File: src/rtl/nor_cmd_pkg.sv
package nor_cmd_pkg;

    typedef enum logic [1:0] {
        MODE_ARRAY  = 2'd0,
        MODE_IDENT  = 2'd1,
        MODE_STATUS = 2'd2
    } rd_mode_e;

    localparam logic [7:0] CMD_RD_ARRAY  = 8'hFF;
    localparam logic [7:0] CMD_RD_IDENT  = 8'h90;
    localparam logic [7:0] CMD_RD_STATUS = 8'h70;
    localparam logic [7:0] CMD_CLR_STAT  = 8'h50;
    localparam logic [7:0] CMD_ERA_SETUP = 8'h20;
    localparam logic [7:0] CMD_ERA_CONF  = 8'hD0;

    localparam logic [31:0] INIT_SEED = 32'h5A5A_5A5A;

    typedef struct packed {
        logic era;   // SR5
        logic seq;   // SR4
        logic vpp;   // SR3
        logic prot;  // SR1
    } err_t;

    function automatic logic [7:0] pack_status(input logic ready, input err_t e);
        return {ready, 1'b0, e.era, e.seq, e.vpp, 1'b0, e.prot, 1'b0};
    endfunction

endpackage

File: src/rtl/nor_flash_array.sv
module nor_flash_array #(
    parameter int DATA_W     = 16,
    parameter int ADDR_W     = 6,
    parameter int WORDS_LOG2 = 3
) (
    input  logic                       clk,
    input  logic                       rst,
    input  logic                       erase_go,
    input  logic [ADDR_W-WORDS_LOG2-1:0] erase_blk,
    input  logic [ADDR_W-1:0]          rd_addr,
    output logic [DATA_W-1:0]          rd_word
);
    import nor_cmd_pkg::*;

    localparam int DEPTH = 1 << ADDR_W;

    logic [DATA_W-1:0] mem [DEPTH];

    always_ff @(posedge clk) begin
        for (int i = 0; i < DEPTH; i++) begin
            if (rst) begin
                mem[i] <= DATA_W'(i) ^ INIT_SEED[DATA_W-1:0];
            end else if (erase_go && ((ADDR_W'(i) >> WORDS_LOG2) == ADDR_W'(erase_blk))) begin
                mem[i] <= '1;
            end
        end
    end

    assign rd_word = mem[rd_addr];

endmodule

File: src/rtl/nor_erase_engine.sv
module nor_erase_engine #(
    parameter int BUSY_CYCLES = 64,
    parameter int BLK_W       = 3
) (
    input  logic             clk,
    input  logic             rst,
    input  logic             abort,
    input  logic             start,
    input  logic [BLK_W-1:0] start_blk,
    output logic             busy,
    output logic             erase_go,
    output logic [BLK_W-1:0] erase_blk
);
    localparam int CNT_W = $clog2(BUSY_CYCLES + 1);
    localparam logic [CNT_W-1:0] LOAD = CNT_W'(BUSY_CYCLES - 1);

    logic [CNT_W-1:0] remain;

    always_ff @(posedge clk) begin
        if (rst || abort) begin
            busy      <= 1'b0;
            remain    <= '0;
            erase_blk <= '0;
        end else if (start) begin
            busy      <= 1'b1;
            remain    <= LOAD;
            erase_blk <= start_blk;
        end else if (busy) begin
            if (remain == '0) begin
                busy <= 1'b0;
            end else begin
                remain <= remain - 1'b1;
            end
        end
    end

    assign erase_go = busy && (remain == '0) && !abort && !rst;

endmodule

File: src/rtl/nor_cmd_decode.sv
module nor_cmd_decode #(
    parameter int BLK_W    = 3,
    parameter int BOOT_BLK = 0
) (
    input  logic                   clk,
    input  logic                   rst,
    input  logic                   dpd,
    input  logic                   bus_wr,
    input  logic [7:0]             bus_cmd,
    input  logic [BLK_W-1:0]       blk,
    input  logic                   busy,
    input  logic                   vpp_ok,
    input  logic                   wp,
    output nor_cmd_pkg::rd_mode_e  mode,
    output logic                   pend,
    output nor_cmd_pkg::err_t      err,
    output logic                   start,
    output logic [BLK_W-1:0]       start_blk
);
    import nor_cmd_pkg::*;

    localparam logic [BLK_W-1:0] BOOT = BLK_W'(BOOT_BLK);

    logic live_wr;
    logic conf_ok;
    logic boot_locked;

    assign live_wr     = bus_wr && !busy && !dpd && !rst;
    assign conf_ok     = (bus_cmd == CMD_ERA_CONF);
    assign boot_locked = (blk == BOOT) && wp;
    assign start       = live_wr && pend && conf_ok && vpp_ok && !boot_locked;
    assign start_blk   = blk;

    always_ff @(posedge clk) begin
        if (rst || dpd) begin
            mode <= MODE_ARRAY;
            pend <= 1'b0;
            err  <= '0;
        end else if (live_wr) begin
            if (pend) begin
                pend <= 1'b0;
                mode <= MODE_STATUS;
                if (!conf_ok) begin
                    err.seq <= 1'b1;
                    err.era <= 1'b1;
                end else if (!vpp_ok) begin
                    err.vpp <= 1'b1;
                    err.era <= 1'b1;
                end else if (boot_locked) begin
                    err.prot <= 1'b1;
                    err.era  <= 1'b1;
                end
            end else begin
                case (bus_cmd)
                    CMD_RD_ARRAY:  mode <= MODE_ARRAY;
                    CMD_RD_IDENT:  mode <= MODE_IDENT;
                    CMD_RD_STATUS: mode <= MODE_STATUS;
                    CMD_CLR_STAT:  err  <= '0;
                    CMD_ERA_SETUP: begin
                        pend <= 1'b1;
                        mode <= MODE_STATUS;
                    end
                    default: ;
                endcase
            end
        end
    end

endmodule

File: src/rtl/nor_cmd_ctrl.sv
module nor_cmd_ctrl #(
    parameter int                 DATA_W      = 16,
    parameter int                 ADDR_W      = 6,
    parameter int                 WORDS_LOG2  = 3,
    parameter int                 BUSY_CYCLES = 64,
    parameter int                 BOOT_BLK    = 0,
    parameter logic [DATA_W-1:0]  MFR_CODE    = DATA_W'(16'h00B0),
    parameter logic [DATA_W-1:0]  DEV_CODE    = DATA_W'(16'h0049)
) (
    input  logic              clk,
    input  logic              rst,
    input  logic              dpd,
    input  logic              vpp_ok,
    input  logic              wp,
    input  logic              bus_wr,
    input  logic [7:0]        bus_cmd,
    input  logic [ADDR_W-1:0] addr,
    input  logic              ce_n,
    input  logic              oe_n,
    output logic [DATA_W-1:0] rd_data,
    output logic              rdy_busy_n
);
    import nor_cmd_pkg::*;

    localparam int BLK_W = ADDR_W - WORDS_LOG2;

    rd_mode_e          mode_w;
    logic              pend_w;
    err_t              err_w;
    logic              start_w;
    logic [BLK_W-1:0]  start_blk_w;
    logic              busy_w;
    logic              erase_go_w;
    logic [BLK_W-1:0]  erase_blk_w;
    logic [DATA_W-1:0] arr_word_w;

    nor_cmd_decode #(.BLK_W(BLK_W), .BOOT_BLK(BOOT_BLK)) u_dec (
        .clk       (clk),
        .rst       (rst),
        .dpd       (dpd),
        .bus_wr    (bus_wr),
        .bus_cmd   (bus_cmd),
        .blk       (addr[ADDR_W-1:WORDS_LOG2]),
        .busy      (busy_w),
        .vpp_ok    (vpp_ok),
        .wp        (wp),
        .mode      (mode_w),
        .pend      (pend_w),
        .err       (err_w),
        .start     (start_w),
        .start_blk (start_blk_w)
    );

    nor_erase_engine #(.BUSY_CYCLES(BUSY_CYCLES), .BLK_W(BLK_W)) u_eng (
        .clk       (clk),
        .rst       (rst),
        .abort     (dpd),
        .start     (start_w),
        .start_blk (start_blk_w),
        .busy      (busy_w),
        .erase_go  (erase_go_w),
        .erase_blk (erase_blk_w)
    );

    nor_flash_array #(.DATA_W(DATA_W), .ADDR_W(ADDR_W), .WORDS_LOG2(WORDS_LOG2)) u_arr (
        .clk       (clk),
        .rst       (rst),
        .erase_go  (erase_go_w),
        .erase_blk (erase_blk_w),
        .rd_addr   (addr),
        .rd_word   (arr_word_w)
    );

    // Status latch: captured on the first clock of each read access.
    logic       rd_act;
    logic       rd_act_q;
    logic [7:0] sr_live;
    logic [7:0] sr_hold;
    logic [7:0] sr_shown;

    assign rd_act   = !ce_n && !oe_n && !dpd;
    assign sr_live  = pack_status(!busy_w, err_w);
    assign sr_shown = (rd_act && !rd_act_q) ? sr_live : sr_hold;

    always_ff @(posedge clk) begin
        if (rst) begin
            rd_act_q <= 1'b0;
            sr_hold  <= 8'h00;
        end else begin
            rd_act_q <= rd_act;
            if (rd_act && !rd_act_q) begin
                sr_hold <= sr_live;
            end
        end
    end

    always_comb begin
        rd_data = '0;
        if (rd_act) begin
            case (mode_w)
                MODE_ARRAY:  rd_data = arr_word_w;
                MODE_IDENT: begin
                    if (addr == '0) begin
                        rd_data = MFR_CODE;
                    end else if (addr == ADDR_W'(1)) begin
                        rd_data = DEV_CODE;
                    end
                end
                MODE_STATUS: rd_data = DATA_W'(sr_shown);
                default:     rd_data = '0;
            endcase
        end
    end

    assign rdy_busy_n = !busy_w;

endmodule

File: config.mk
export PLATFORM = sky130hd
export DESIGN_NAME = nor_cmd_ctrl
export DESIGN_NICKNAME = d
export VERILOG_FILES = /design/src/rtl/nor_cmd_pkg.sv /design/src/rtl/nor_flash_array.sv /design/src/rtl/nor_erase_engine.sv /design/src/rtl/nor_cmd_decode.sv /design/src/rtl/nor_cmd_ctrl.sv
export SDC_FILE = /design/constraint.sdc
export NUM_CORES = 1
export LEC_CHECK = 0
export ABC_AREA = 1
export BUFFER_PORTS_ARGS = -buffer_cell sky130_fd_sc_hd__buf_2
export CORE_MARGIN = 4
export CORE_UTILIZATION = 55
export CTS_BUF_LIST = sky130_fd_sc_hd__clkbuf_4
export CTS_CLUSTER_DIAMETER = 200
export DETAILED_ROUTE_END_ITERATION = 16
export PLACE_DENSITY_LB_ADDON = 0.15
export SLEW_MARGIN = 20
export SYNTH_ARGS = -nofsm -noshare
export SYNTH_HDL_FRONTEND = slang
export SYNTH_SLANG_ARGS = --single-unit
File: constraint.sdc
create_clock -name clk -period 2.2 [get_ports clk]
set_input_delay 0.22 -clock clk [delete_from_list [all_inputs] [get_ports clk]]
set_output_delay 0.22 -clock clk [all_outputs]
set_load 0.01 [all_outputs]
After elaboration in Yosys (flattened, before gate mapping)
Memories as Yosys holds them, arrays and structs flattened.
Cells that the tools add are included.
Widths: inputs -> output; s select.
{ "totals": {"out_inout_bits": 17, "inputBits": 22, "ramBits": 704, "memories": 1, "register_bits": 27} }
{ "classes": {"add_sub_neg": 1, "n_reduce_logical": 47, "bitwise_logic": 65, "eq_ne": 23, "muxes": 114} }
{ "mem_list": {"columns": ["memory", "words", "width", "read_ports", "rd_ports_with_merged_regs", "write_ports", "line", "rtl"], "rows": [
  ["u_arr.mem", 64, 11, 1, 0, 64, "nor_flash_array.sv:17", "logic [DATA_W-1:0] mem [DEPTH];"]
]} }
{ "op_table": {"columns": ["operator", "count"], "rows": [
  ["$mux 11", 64],
  ["$or 1x1->1", 64],
  ["$pmux 16 s3", 1],
  ["$mux 1", 37],
  ["$eq 8x8->1 const B", 3],
  ["$logic_and 1x1->1", 22],
  ["$mux 6", 3],
  ["$eq 8x7->1 const B", 2],
  ["$mux 16", 1],
  ["$mux 8", 2],
  ["$eq 3x3->1 const A", 4],
  ["$ne 2x2->1 const B", 6],
  ["$eq 8x6->1 const B", 1],
  ["$mux 4", 2],
  ["$logic_not 1->1", 7],
  ["$logic_not 7->1", 1],
  ["$mux 7", 1],
  ["$sub 7x1->7 const B", 1],
  ["$eq 2x3->1 const A", 2],
  ["$eq 6x1->1 const B", 1],
  ["$logic_not 3->1", 2],
  ["$logic_not 6->1", 1],
  ["$pmux 2 s3", 1],
  ["$reduce_and 2->1", 3],
  ["14 further kinds", 18]
]} }

Depth between registers and ports, before layout
Gate-level depths: netlist (run 1).
{ "depth": {"depth_word": 10, "mapped_depth": 11, "ltp_nobuf": 11} }

Cells and area by module
A second synthesis (run 1) with hierarchy kept.
{ "unflattened": {"cells_unflattened": 450, "area_unflattened_um2": 2735.1} }
{ "by_module_without_submodules": {"columns": ["module", "area_per_inst_um2", "cells_per_inst", "instances"], "rows": [
  ["nor_flash_array", 867.1, 140, 1],
  ["nor_cmd_ctrl", 675.6, 123, 1],
  ["nor_erase_engine", 610.6, 95, 1],
  ["nor_cmd_decode", 581.8, 92, 1]
]} }

Worst setup path after synthesis (run 1)
No wires, ideal clock.
{ "synth_timing": {"path_type": "register -> output", "startpoint": "register u_dec.mode[1]", "endpoint": "output rd_data[10]", "t_required_ps": 1980, "n_path_buf": 1, "path_slack_ps": 685, "path_stages_with_launch": 7, "t_arrival_ps": 1295, "path_cell_list": "dfxtp_1 > nor2_1 > nand3_1 > inv_1 > nand2_1 > nor2_1 > buf_4"} }
{ "synth_between": {"elab_chain_len": 3, "elab_cells_between_ends": 5, "classes_between": "2 x eq/ne; 2 x mux; 1 x reduce/logical"} }
{ "synth_rtl": {"columns": ["item", "line", "rtl"], "rows": [
  ["start, declared", "nor_cmd_decode.sv:14", "output nor_cmd_pkg::rd_mode_e mode,"],
  ["start signal, assigned", "nor_cmd_decode.sv:36", "mode <= MODE_ARRAY;"],
  ["start signal, assigned", "nor_cmd_decode.sv:42", "mode <= MODE_STATUS;"],
  ["start signal, assigned", "nor_cmd_decode.sv:55", "CMD_RD_ARRAY: mode <= MODE_ARRAY;"],
  ["$eq 2x2->1 (tied with other cells)", "nor_cmd_ctrl.sv:100", "case (mode_w)"],
  ["$pmux 16 s3 *", "nor_cmd_ctrl.sv:100", null],
  ["$mux 16 *", "nor_cmd_ctrl.sv:99", "if (rd_act) begin"],
  ["end, declared", "nor_cmd_ctrl.sv:20", "output logic [DATA_W-1:0] rd_data,"]
]} }
Mark *: on every way between the ends. The rest lies on a longest branch, timed or not.

Worst setup path in the final report (run 1)
{ "layout_timing": {"startpoint": "register rd_act_q", "endpoint": "output rd_data[4]"} }
{ "layout_between": {"elab_chain_len": 5} }
{ "layout_rtl": {"columns": ["item", "line", "rtl"], "rows": [
  ["start, declared", "nor_cmd_ctrl.sv:76", "logic rd_act_q;"],
  ["start signal, assigned", "nor_cmd_ctrl.sv:90", "rd_act_q <= rd_act;"],
  ["$logic_not 1->1", "nor_cmd_ctrl.sv:83", "assign sr_shown = (rd_act && !rd_act_q) ? sr_live : sr_hold;"],
  ["$logic_and 1x1->1", "nor_cmd_ctrl.sv:83", null],
  ["$mux 8", null, null],
  ["$pmux 16 s3", "nor_cmd_ctrl.sv:100", null],
  ["$mux 16", "nor_cmd_ctrl.sv:99", null]
]} }
Every way passes these cells.

==> impl_metrics.yaml, run 1 <==
yosys:
  synthTopCellsByArea: "dfxtp_1 (23%), nand2_1 (14%), edfxtp_1 (9.7%)"
  post-synth-top-area-cell: "dfxtp_1"
  synth_nets: 401
  syn_area_um2: 2470
  yosysWarningCount: 0
  synth_seq_cells: 36
  netlist_instances: 377
  postSynthAreaPerCell_um2: 6.55
  yosysUniqueCellTypes: 34
  synth_top_area_share: 0.227
  ys_seq_area_frac: 0.324
clock_network:
  h-tree-depth: 2
  clock_path_buffers: 2
  clk_latency_ns: 0.35
  root_buffer: "clkbuf_4"
  clock_sinks: 36
  path_clk_slew_ns: 0.12
  numCtsBuffers: 5
  cts_tree: "built"
  post_cts_buffers: 0
  post_cts_hold_buffer_count: 0
global_routing:
  grt_max_degree: 17
  antenna_found_initial: 0
  grt_pass1_vias: 1935
  grt_usage: 0.192
  grt_pass1_wl_um: 8360
  grt_overflow_total: 0
timing:
  report.final.slew_viol_count: 0
  totalNegativeSetupSlack_ns: 0
  slew_headroom: 0.697
  skew_ns: 0.0116
  worst_pin_slew_ns: 0.453
  final-hold-violation-count: 0
  fmax_mhz: 512
  min_period_ns: 1.95
  rsz0062_at_grt: "no"
  setup_ws_ns: 0.246
  finalSetupViolCount: 0
  layout_worst_path_cycle_share: 0.888
worst_hold_path:
  hold_path_class: "input port to flop"
place:
  gp_congestion: 0.889
  pre_cts_ws_ns: 0.468
  io_buffers: 38
  dpl.hpwl_um: 4010
drt:
  ant_nets: 0
  drc: 0
  via_count: 2324
  routed_wl_um: 5130
  post_drt_via_cell_ratio: 5.06
  dr.pass1.iters: 4
  post_drt_wl_per_cell_um: 11.2
  drt-initial-drc-count: 119
critical_path:
  worstSetupPathType: "flop to output pin"
  end_kind: "output pin"
  required_ns: 1.98
  cp-start-kind: "flop"
  cp.arrival_ns: 1.73
  cp_max_fo: 16
floorplanning:
  die_area_um2: 5630
  die_w_um: 75.0
  die_y_um: 75.0
  fp-row-count: 24
  top_level_ports: 39
  core_area_um2: 4350
  start_util: 0.568
cells_and_area:
  final_nets: 430
  n_antenna_cell: 0
  nFillCells: 434
  drive_above_1_share: 0.204
  syn2layout_area_growth_pct: 7.85
pwr:
  ir_drop_uv: 306
  power_density_nw_per_um2: 501
  p_leak_nw: 1.33
status:
  outcome: "complete, no violations"
flow_run:
  cap_viol_max_count: 0
-- final timing paths --
path / start / to / slack, ns / depth (start not counted)
setup / recovery: rd_act_q / rd_data[4] / 0.25 / 8
hold / removal: rst / sr_hold[6] / 0.15 / 2
setup reg to reg: u_eng.remain[0] / u_arr.mem[47][9] / 0.53 / 8
hold reg to reg: sr_hold[2] / sr_hold[2] / 0.46 / 2
-- worst max-delay path, stage by stage, from the launching register on --
cell	delay [ns]
dfxtp_1	0.33
inv_1	0.08
nand3_2	0.26
nand2_1	0.14
o21ai_0	0.11
o21ai_0	0.18
nor2_1	0.06
nor2_1	0.10
buf_2	0.14
-- layout make-up --
type / count / area, um2 / area share
multi-input combinational: 264 / 1290 / 0.485
timing repair buffer: 39 / 198 / 0.0742
inverter: 60 / 229 / 0.0859
clock inverter: 3 / 41.3 / 0.0155
sequential: 36 / 801 / 0.300
tap: 52 / 65.1 / 0.0244
clock buffer: 5 / 37.5 / 0.0141
-- cell usage after synthesis --
cell type and instances:
nor3_4 1, o21ai_0 21, o211ai_1 1, clkinv_1 1
clkbuf_1 2, nand4_1 8, nand2_2 7, a31oi_1 2
dfxtp_1 28, nor2_2 5, buf_2 1, o21ai_2 2
nand2_1 91, nor3_1 2, a21oi_1 14, ha_1 2
a21oi_2 1, o21bai_1 1, nand3_4 2, nand3b_1 4
buf_6 8, nand3_1 26, nor2_4 2, nor2_1 63
inv_1 52, edfxtp_1 8, inv_4 1, clkinv_2 1
nand3_2 5, or2_2 1, buf_4 6, nand4_2 2
inv_2 5, nand2_4 1
-- metrics by stage --
stage | cells | hold WS (ns) | area, um2 | total power, mW | util
2_1_floorplan | 377 | 0.413 | 2470 | 0.838 | -
3_3_place_gp | 451 | 0.437 | 2590 | 0.879 | 0.594
3_5_place_dp | 451 | 0.435 | 2590 | 0.881 | 0.594
4_1_cts | 459 | 0.149 | 2670 | 1.34 | 0.612
5_1_grt | 459 | 0.140 | 2670 | 1.40 | 0.612
6_report | 459 | 0.153 | 2670 | 1.34 | 0.612
-- state kept, by name, indices dropped and copies added, names as in the netlist --
| name | flops |
|---|---|
| u_dec.err | 4 |
| rd_act_q | 1 |
| u_eng.erase_blk | 3 |
| u_dec.pend | 1 |
| sr_hold | 8 |
| u_eng.remain | 7 |
| u_eng.busy | 1 |
| u_dec.mode | 2 |
| u_arr.mem | 9 |
-- placed cells by master (no fill, tap or decap), types with 2 or more instances in the layout --
cell type / instances
edfxtp_1: 8
ha_1: 2
nand2_1: 91
buf_2: 38
nand2_2: 7
a31oi_1: 2
nor3_1: 2
inv_4: 2
o21ai_2: 2
clkbuf_4: 5
inv_2: 5
inv_1: 52
clkinv_2: 2
nand4_1: 8
nor2_2: 5
nand3_1: 26
nand3_2: 5
nand4_2: 2
o21ai_0: 20
nand3b_1: 4
nor2_4: 2
nor2_1: 63
nand3_4: 2
a21oi_1: 14
dfxtp_1: 28
-- kinds of logic after synthesis --
| logic type | share of synthesized area |
|---|---|
| AO/OA/AOI/OAI | 0.0927 |
| buffers and inverters | 0.152 |
| AND/OR/NAND/NOR | 0.421 |
| flip-flops | 0.324 |
| adder cells (fa/ha/maj) | 0.0101 |
-- repair_timing --
action	4_1_cts	5_1_grt
gates resized for setup	0	1
setup endpoints to repair	0	1
endpoints found under the hold margin	0	0
-- report_power, final --
part           switching (mW)  total, mW  internal, mW
Clock                   0.230      0.468         0.238
Sequential            0.00332      0.687         0.684
Combinational           0.119      0.180        0.0606
Total                   0.353       1.34         0.982
-- metal layers --
metal	share of wire	up-vias	global-route usage
met3	0.062	10	0.0280
met5	0	-	0
met1	0.47	1015	0.257
met2	0.45	64	0.312
met4	0.019	0	0.0771
li1	-	1235	-
Power figures use the tool's default switching activity.
==> run 2, diff against run 1 <==
BUFFER_PORTS_ARGS = -buffer_cell sky130_fd_sc_hd__buf_4   (was -buffer_cell sky130_fd_sc_hd__buf_2)
==> impl_metrics.yaml, run 2 (synthesized netlist as in run 1, its figures left out) <==
drt:
  ant_nets: 0
  drc: 0
  drt-initial-drc-count: 127
  via_count: 2340
  post_drt_wl_per_cell_um: 11.2
  post_drt_via_cell_ratio: 5.10
  dr.pass1.iters: 4
  routed_wl_um: 5140
status:
  outcome: "complete, no violations"
global_routing:
  grt_max_degree: 17
  grt_usage: 0.197
  antenna_found_initial: 0
  grt_pass1_wl_um: 8660
  grt_overflow_total: 0
  grt_pass1_vias: 1955
cells_and_area:
  n_antenna_cell: 0
  top_register: "u_arr.mem"
  final_area_um2: 2740
  final_common_cell: "nand2_1"
  final_nets: 430
  seqCellArea_um2: 801
  layout_common_cells: "nand2_1 (91), nor2_1 (63), inv_1 (52)"
  syn2layout_area_growth_pct: 10.8
  drive_above_1_share: 0.204
  multiInputGateArea_um2: 1290
  nFillCells: 436
  reg_top3: "u_arr.mem (9), sr_hold (8), u_eng.remain (7)"
  largest_register_ffs: 9
timing:
  final-hold-violation-count: 0
  setup_ws_ns: 0.254
  fmax_mhz: 514
  worst_pin_slew_ns: 0.443
  min_period_ns: 1.95
  slew_headroom: 0.705
  skew_ns: 0.00793
  rsz0062_at_grt: "no"
  timing.hold.ws_ns: 0.102
  finalSetupViolCount: 0
  totalNegativeSetupSlack_ns: 0
  report.final.slew_viol_count: 0
  layout_worst_path_cycle_share: 0.884
clock_network:
  root_buffer: "clkbuf_4"
  cts_tree: "built"
  post_cts_buffers: 0
  clk_latency_ns: 0.35
  post_cts_hold_buffer_count: 0
  cts_resized: 0
  path_clk_slew_ns: 0.12
  clock_sinks: 36
  h-tree-depth: 2
  clock_path_buffers: 2
  numCtsBuffers: 5
critical_path:
  cp.arrival_ns: 1.73
  end_kind: "output pin"
  cp-start-kind: "flop"
  worstSetupPathType: "flop to output pin"
  required_ns: 1.98
  cp_max_fo: 16
  rrSetupSlack_ns: 0.54
floorplanning:
  top_level_ports: 39
  die_area_um2: 5630
  start_util: 0.568
  die_y_um: 75.0
  core_area_um2: 4350
  fp-row-count: 24
  die_w_um: 75.0
pwr:
  p_leak_nw: 1.34
  ir_drop_uv: 323
  power_density_nw_per_um2: 456
place:
  io_buffers: 38
  gp_congestion: 0.895
  dpl.hpwl_um: 4070
  post_dp_cell_area_um2: 2680
  pre_cts_ws_ns: 0.502
flow_run:
  cap_viol_max_count: 0
worst_hold_path:
  hold_path_class: "input port to flop"
[run 2: cell types whose count changed in the layout (fill, tap and decap cells not counted), sizes merged]
cell,delta
clkinv,+2
inv,-1
bufinv,-1
[run 2: final cells by class]
cell class,instances,share of cell area
clock buffer,5,0.0137
clock inverter,3,0.00686
inverter,60,0.0836
multi-input combinational,264,0.473
sequential,36,0.293
tap,52,0.0238
timing repair buffer,39,0.107
[run 2: critical path, cell delays in order (launching register included)]
cell and delay, ns:
dfxtp_1 0.32, inv_1 0.08, nand3_2 0.26, o21ai_0 0.31, o21ai_0 0.11, nor2_1 0.09, nor2_1 0.05, buf_4 0.15
[run 2: worst paths after layout]
check	startpoint	to	cells past startpoint
worst max-delay path	rd_act_q	rd_data[3]	7
worst min-delay path	rst	sr_hold[5]	2
worst max register to register	u_eng.remain[0]	u_arr.mem[23][9]	8
worst min register to register	sr_hold[2]	sr_hold[2]	2
[run 2: routing by layer]
| layer | routed length [um] | up-vias | track usage |
|---|---|---|---|
| li1 | - | 1239 | - |
| met1 | 2310 | 1031 | 0.270 |
| met2 | 2380 | 65 | 0.321 |
| met3 | 400 | 5 | 0.0387 |
| met4 | 56 | 0 | 0.0474 |
| met5 | 0 | - | 0 |
[run 2: per-stage QoR]
step / util / total power [mW] / cells
2_1_floorplan: - / 0.838 / 377
3_3_place_gp: 0.616 / 0.896 / 451
3_5_place_dp: 0.616 / 0.899 / 451
4_1_cts: 0.629 / 1.26 / 459
5_1_grt: 0.629 / 1.31 / 459
6_report: 0.629 / 1.25 / 459
[run 2: power breakdown]
group	switching [mW]	internal (mW)	total (mW)
clock network	0.243	0.123	0.366
registers	0.00329	0.684	0.687
logic	0.119	0.0773	0.196
total	0.365	0.884	1.25
